==> src/rtl/uart_irq_pkg.sv <==
package uart_irq_pkg;

    localparam int IER_W   = 4;
    localparam int ERR_W   = 4;
    localparam int DELTA_W = 4;

    typedef enum logic [3:0] {
        IID_MODEM = 4'h0,
        IID_NONE  = 4'h1,
        IID_TXE   = 4'h2,
        IID_RXD   = 4'h4,
        IID_LINE  = 4'h6,
        IID_TMO   = 4'hC
    } iid_e;

    typedef struct packed {
        logic en_modem;
        logic en_line;
        logic en_tx;
        logic en_rx;
    } ier_t;

    typedef struct packed {
        logic line;
        logic tmo;
        logic rxd;
        logic txe;
        logic modem;
    } src_t;

    function automatic iid_e pick_source(src_t s);
        iid_e c;
        if (s.line)       c = IID_LINE;
        else if (s.tmo)   c = IID_TMO;
        else if (s.rxd)   c = IID_RXD;
        else if (s.txe)   c = IID_TXE;
        else if (s.modem) c = IID_MODEM;
        else              c = IID_NONE;
        return c;
    endfunction

    function automatic logic [7:0] pack_iir(iid_e c, logic fifo_mode);
        return {{2{fifo_mode}}, 2'b00, c};
    endfunction

endpackage

==> src/rtl/uart_irq_rx_gate.sv <==
module uart_irq_rx_gate #(
    parameter int CNT_W = 5
) (
    input  logic             data_ready_i,
    input  logic             fifo_en_i,
    input  logic [CNT_W-1:0] count_i,
    input  logic [CNT_W-1:0] trig_i,
    output logic             rx_ok_o
);
    logic level_met;

    always_comb begin
        level_met = (count_i >= trig_i);
        rx_ok_o   = data_ready_i && (!fifo_en_i || level_met);
    end

endmodule

==> src/rtl/uart_irq_thre_flag.sv <==
module uart_irq_thre_flag (
    input  logic clk,
    input  logic rst,
    input  logic tx_empty_i,
    input  logic tx_en_i,
    input  logic wr_i,
    input  logic rd_i,
    input  logic tx_reported_i,
    output logic pend_o
);
    logic pend_q, empty_prev_q, en_prev_q;
    logic set_evt, clr_evt;

    always_comb begin
        set_evt = (tx_empty_i && !empty_prev_q) ||
                  (tx_en_i && !en_prev_q && tx_empty_i);
        clr_evt = wr_i || (rd_i && tx_reported_i);
    end

    always_ff @(posedge clk) begin
        if (rst) begin
            pend_q       <= 1'b0;
            empty_prev_q <= tx_empty_i;
            en_prev_q    <= tx_en_i;
        end else begin
            empty_prev_q <= tx_empty_i;
            en_prev_q    <= tx_en_i;
            if (set_evt)      pend_q <= 1'b1;
            else if (clr_evt) pend_q <= 1'b0;
        end
    end

    assign pend_o = pend_q;

    AST_READ_KEEPS_FLAG: assert property (@(posedge clk) disable iff (rst)
        pend_q && rd_i && !tx_reported_i && !wr_i |=> pend_q);
    AST_WRITE_CLEARS: assert property (@(posedge clk) disable iff (rst)
        wr_i && !tx_empty_i |=> !pend_q);
    AST_EMPTY_RISE_SETS: assert property (@(posedge clk) disable iff (rst)
        $rose(tx_empty_i) |=> pend_q);

endmodule

==> src/rtl/uart_irq_prio.sv <==
module uart_irq_prio
    import uart_irq_pkg::*;
(
    input  logic clk,
    input  logic rst,
    input  src_t src_i,
    output iid_e code_o
);
    always_comb code_o = pick_source(src_i);

    AST_LINE_FIRST: assert property (@(posedge clk) disable iff (rst)
        src_i.line |-> code_o == IID_LINE);
    AST_TMO_OVER_RXD: assert property (@(posedge clk) disable iff (rst)
        !src_i.line && src_i.tmo |-> code_o == IID_TMO);
    AST_MODEM_LAST: assert property (@(posedge clk) disable iff (rst)
        code_o == IID_MODEM |-> !(src_i.line || src_i.tmo || src_i.rxd || src_i.txe));

endmodule

==> src/rtl/uart_irq_ident.sv <==
module uart_irq_ident
    import uart_irq_pkg::*;
#(
    parameter int CNT_W = 5
) (
    input  logic               clk,
    input  logic               rst,
    input  logic [IER_W-1:0]   ier_i,
    input  logic               fifo_en_i,
    input  logic               data_ready_i,
    input  logic [ERR_W-1:0]   line_err_i,
    input  logic [CNT_W-1:0]   rx_count_i,
    input  logic [CNT_W-1:0]   rx_trig_i,
    input  logic               char_timeout_i,
    input  logic               tx_empty_i,
    input  logic               thr_write_i,
    input  logic               iir_read_i,
    input  logic [DELTA_W-1:0] modem_delta_i,
    output logic [7:0]         iir_o,
    output logic               irq_o
);
    ier_t ier;
    src_t src;
    iid_e code;
    logic rx_ok, pend;

    assign ier = ier_t'(ier_i);

    uart_irq_rx_gate #(.CNT_W(CNT_W)) u_rx_gate (
        .data_ready_i (data_ready_i),
        .fifo_en_i    (fifo_en_i),
        .count_i      (rx_count_i),
        .trig_i       (rx_trig_i),
        .rx_ok_o      (rx_ok)
    );

    uart_irq_thre_flag u_thre (
        .clk           (clk),
        .rst           (rst),
        .tx_empty_i    (tx_empty_i),
        .tx_en_i       (ier.en_tx),
        .wr_i          (thr_write_i),
        .rd_i          (iir_read_i),
        .tx_reported_i (code == IID_TXE),
        .pend_o        (pend)
    );

    always_comb begin
        src.line  = ier.en_line  && (|line_err_i);
        src.tmo   = ier.en_rx    && char_timeout_i;
        src.rxd   = ier.en_rx    && rx_ok;
        src.txe   = ier.en_tx    && pend;
        src.modem = ier.en_modem && (|modem_delta_i);
    end

    uart_irq_prio u_prio (
        .clk    (clk),
        .rst    (rst),
        .src_i  (src),
        .code_o (code)
    );

    always_comb begin
        iir_o = pack_iir(code, fifo_en_i);
        irq_o = (code != IID_NONE);
    end

    AST_FIFO_BITS: assert property (@(posedge clk) disable iff (rst)
        iir_o[7:4] == {fifo_en_i, fifo_en_i, 2'b00});
    AST_IRQ_LEVEL: assert property (@(posedge clk) disable iff (rst)
        irq_o != iir_o[0]);
    AST_HELD_RX_FALLS: assert property (@(posedge clk) disable iff (rst)
        ier_i[0] && data_ready_i && fifo_en_i && (rx_count_i < rx_trig_i) &&
        !char_timeout_i && !(ier_i[2] && |line_err_i) && ier_i[1] && pend
        |-> iir_o[3:0] == 4'h2);

endmodule

==> config.mk <==
export PLATFORM = sky130hd
export DESIGN_NAME = uart_irq_ident
export DESIGN_NICKNAME = d
export VERILOG_FILES = /design/src/rtl/uart_irq_pkg.sv /design/src/rtl/uart_irq_rx_gate.sv /design/src/rtl/uart_irq_thre_flag.sv /design/src/rtl/uart_irq_prio.sv /design/src/rtl/uart_irq_ident.sv
export SDC_FILE = /design/constraint.sdc
export NUM_CORES = 1
export LEC_CHECK = 0
export CORE_AREA = 10 10 47 49
export CTS_BUF_LIST = sky130_fd_sc_hd__clkbuf_4 sky130_fd_sc_hd__clkbuf_8 sky130_fd_sc_hd__clkbuf_16
export CTS_CLUSTER_DIAMETER = 40
export DETAILED_ROUTE_END_ITERATION = 10
export DIE_AREA = 0 0 57 59
export GPL_TIMING_DRIVEN = 0
export MAX_ROUTING_LAYER = met4
export PLACE_DENSITY = 0.84
export SYNTH_ARGS = -nofsm -noshare
export SYNTH_HDL_FRONTEND = slang
export SYNTH_SLANG_ARGS = --single-unit
export TNS_END_PERCENT = 100
==> constraint.sdc <==
create_clock -name clk -period 5.7 [get_ports clk]
set_input_delay 1.71 -clock clk [delete_from_list [all_inputs] [get_ports clk]]
set_output_delay 1.71 -clock clk [all_outputs]
set_load 0.05 [all_outputs]
==> run metrics <==
syn_area_per_cell=7.88 sq um; First DRT Iteration DRCs=2; via count=448; Post-DRT Antenna Nets=0; worst-margin pin slew=562 ps; class of the worst hold path=reg -> reg; vias in the first global route=491; Fin Clk Skew=1.22 ps; CP Cell Sequence=clkdlybuf4s50_1 > o41ai_1 > and3_1 > clkdlybuf4s50_1; Layout area overhead=119%; # IOs=39; wire length of the first global-routing pass=2.10 mm; initial core utilization=0.247; Post-Synthesis Cells=44; RSZ-0062 raised after global routing=no; Fmax achieved=0.183 GHz; post-layout util=0.543; post-synthesis cell area=347 sq um; status=finished, final reports clean; drt pass-1 iters=2; Final Max Slew Viols=0; crit share post-route=0.960; DR WL/cell=12.6 um; H-tree levels=1; fraction of layout cells with a size suffix above 1=0.129; Pleak=0.343 nW; critical path endpoint category=primary output; Data required, critical path=3990 ps; non-filler instance count after layout=101; Worst-Skew Late Latency=230 ps; GPL Wtd Cong=0.666; final instance area=761 sq um; cell family contributing the most delay on the critical path=buffers and inverters; Crit-path slowest cell=clkdlybuf4s50_1; crit start category=input port; Residual DRC=0; placed cell areas=731 sq um; global-route usage over all layers=0.0811; largest net degree at the start of global routing=6; Final min period=5470 ps; Placeable Area=1400 sq um; setup slack after layout=227 ps; Syn. warnings=0; die height=59 um; Sink Count=3; antenna violations before repair=0; Worst EP arrival=3760 ps; critical path fanouts, max=4; Place WS=-143 ps; #FFs+latches synth=3; port buffer count=36; filler cell count=153; placed insts=97; CP max stage delay=800 ps; die area=3360 sq um; Slew HR=0.620; CTS tree=done; Setup Buffers After CTS=0; total grt overflow=0; Buf+Inv Stages, Crit Path=2; sequential element share of the synthesized area=0.173; final wirelength=1.28 mm; Hold Fails Final Rpt=0; cell mode on critical path=clkdlybuf4s50_1; number of CTS-inserted buffers=3; post-synth cell types=22; final setup fails=0; pwr dens=160 nW/um^2; clock transition at the registers of the reported paths=40 ps; Via density=4.44; Die Width=57 um; worst vdd ir=0.0000631 V; final net count=121; kind of critical path=in -> out; Max-Cap Viols=0; CTS root buffer=clkbuf_4; Rows=14; final hold slack=539 ps; # diodes=0; maximum clock path buffer count=2
==> area by class of cell <==
type	count	area, sq um	share of cell area
buffer	4	30.0	0.0395
timing repair buffer	36	360	0.474
sequential	3	60.1	0.0789
inverter	7	26.3	0.0345
clock buffer	4	30.0	0.0395
multi-input combinational	31	234	0.308
tap	16	20.0	0.0263
==> cells in the final DEF, fill, tap and decap left out <==
cell / Yosys / final
clkdlybuf4s50_1: 0 / 32
inv_1: 7 / 7
nand2_1: 6 / 6
ha_1: 5 / 5
buf_4: 4 / 4
clkbuf_4: 0 / 4
dfxtp_1: 3 / 3
o41ai_1: 2 / 2
a21oi_1: 2 / 2
conb_1: 1 / 2
dlymetal6s2s_1: 0 / 2
nor2b_1: 1 / 1
o21ai_1: 1 / 1
nor2_1: 1 / 1
a31oi_1: 1 / 1
a221oi_2: 1 / 1
o41a_1: 1 / 1
a31o_1: 1 / 1
and4_1: 1 / 1
and3_1: 1 / 1
nand4_1: 1 / 1
nand2b_1: 1 / 1
a21boi_1: 1 / 1
nor4b_2: 1 / 1
a211oi_1: 1 / 1
clkbuf_2: 0 / 1
clkdlybuf4s15_1: 0 / 1
==> synth_stat cells <==
library cell	n	area, sq um
a211oi_1	1	7.51
a21boi_1	1	7.51
a21oi_1	2	10.0
a221oi_2	1	15.0
a31o_1	1	8.76
a31oi_1	1	6.26
and3_1	1	6.26
and4_1	1	8.76
buf_4	4	30.0
conb_1	1	3.75
dfxtp_1	3	60.1
ha_1	5	62.6
inv_1	7	26.3
nand2_1	6	22.5
nand2b_1	1	6.26
nand4_1	1	6.26
nor2_1	1	3.75
nor2b_1	1	6.26
nor4b_2	1	15.0
o21ai_1	1	5.00
o41a_1	1	11.3
o41ai_1	2	17.5
==> worst min-delay path, delay by kind of cell, from the launching register on <==
kind,cells,cell delay [ps]
flip-flops,1,310
AO/OA/AOI/OAI,2,180
==> repair_timing <==
item                       CTS  global route
setup endpoints to repair    2             4
gates resized for setup      2             5
hold buffers                 0             0
==> cells by family (layout without fill, tap and decap cells) <==
logic type | count (synthesis) | count (layout) | share of synthesized area
compound gates | 11 | 11 | 0.256
buf+inv | 11 | 51 | 0.162
other cells | 1 | 2 | 0.0108
simple gates | 13 | 13 | 0.217
flops | 3 | 3 | 0.173
fa+ha+maj | 5 | 5 | 0.181
==> power breakdown <==
| part | total, mW | leakage [nW] | internal, mW | switching [mW] |
|---|---|---|---|---|
| clock | 0.0414 | 0.0184 | 0.0309 | 0.0105 |
| combinational | 0.0571 | 0.300 | 0.0299 | 0.0272 |
| sequential | 0.0228 | 0.0252 | 0.0224 | 0.000461 |
==> per-stage QoR <==
step / TNS (ps) / power (mW)
2_1_floorplan: 0 / 0.0518
3_3_place_gp: -225 / 0.0806
3_5_place_dp: -231 / 0.0818
4_1_cts: 0 / 0.125
5_1_grt: 0 / 0.131
6_report: 0 / 0.121
==> path summary, 6_finish.rpt <==
| path | end | slack [ps] | depth (start not counted) | from |
|---|---|---|---|---|
| max | iir_o[3] | 230 | 4 | line_err_i[3] |
| min | u_thre.pend_o | 540 | 2 | u_thre.pend_o |
| min reg2reg | u_thre.pend_o | 540 | 2 | u_thre.pend_o |
| max reg2reg | u_thre.pend_o | 4690 | 4 | u_thre.en_prev_q |
==> metal layers <==
| layer | vias to the layer above | wire [um] | track usage |
|---|---|---|---|
| li1 | 235 | - | - |
| met1 | 192 | 486 | 0.0731 |
| met4 | 0 | 0 | 0.0503 |
| met3 | 0 | 84 | 0.0322 |
| met5 | - | 0 | - |
| met2 | 21 | 704 | 0.141 |
==> registers in the layout (all words and copies together) (netlist names) <==
signal / cells
u_thre.empty_prev_q: 1
u_thre.en_prev_q: 1
u_thre.pend_o: 1
(Power assumes the default switching activity.)
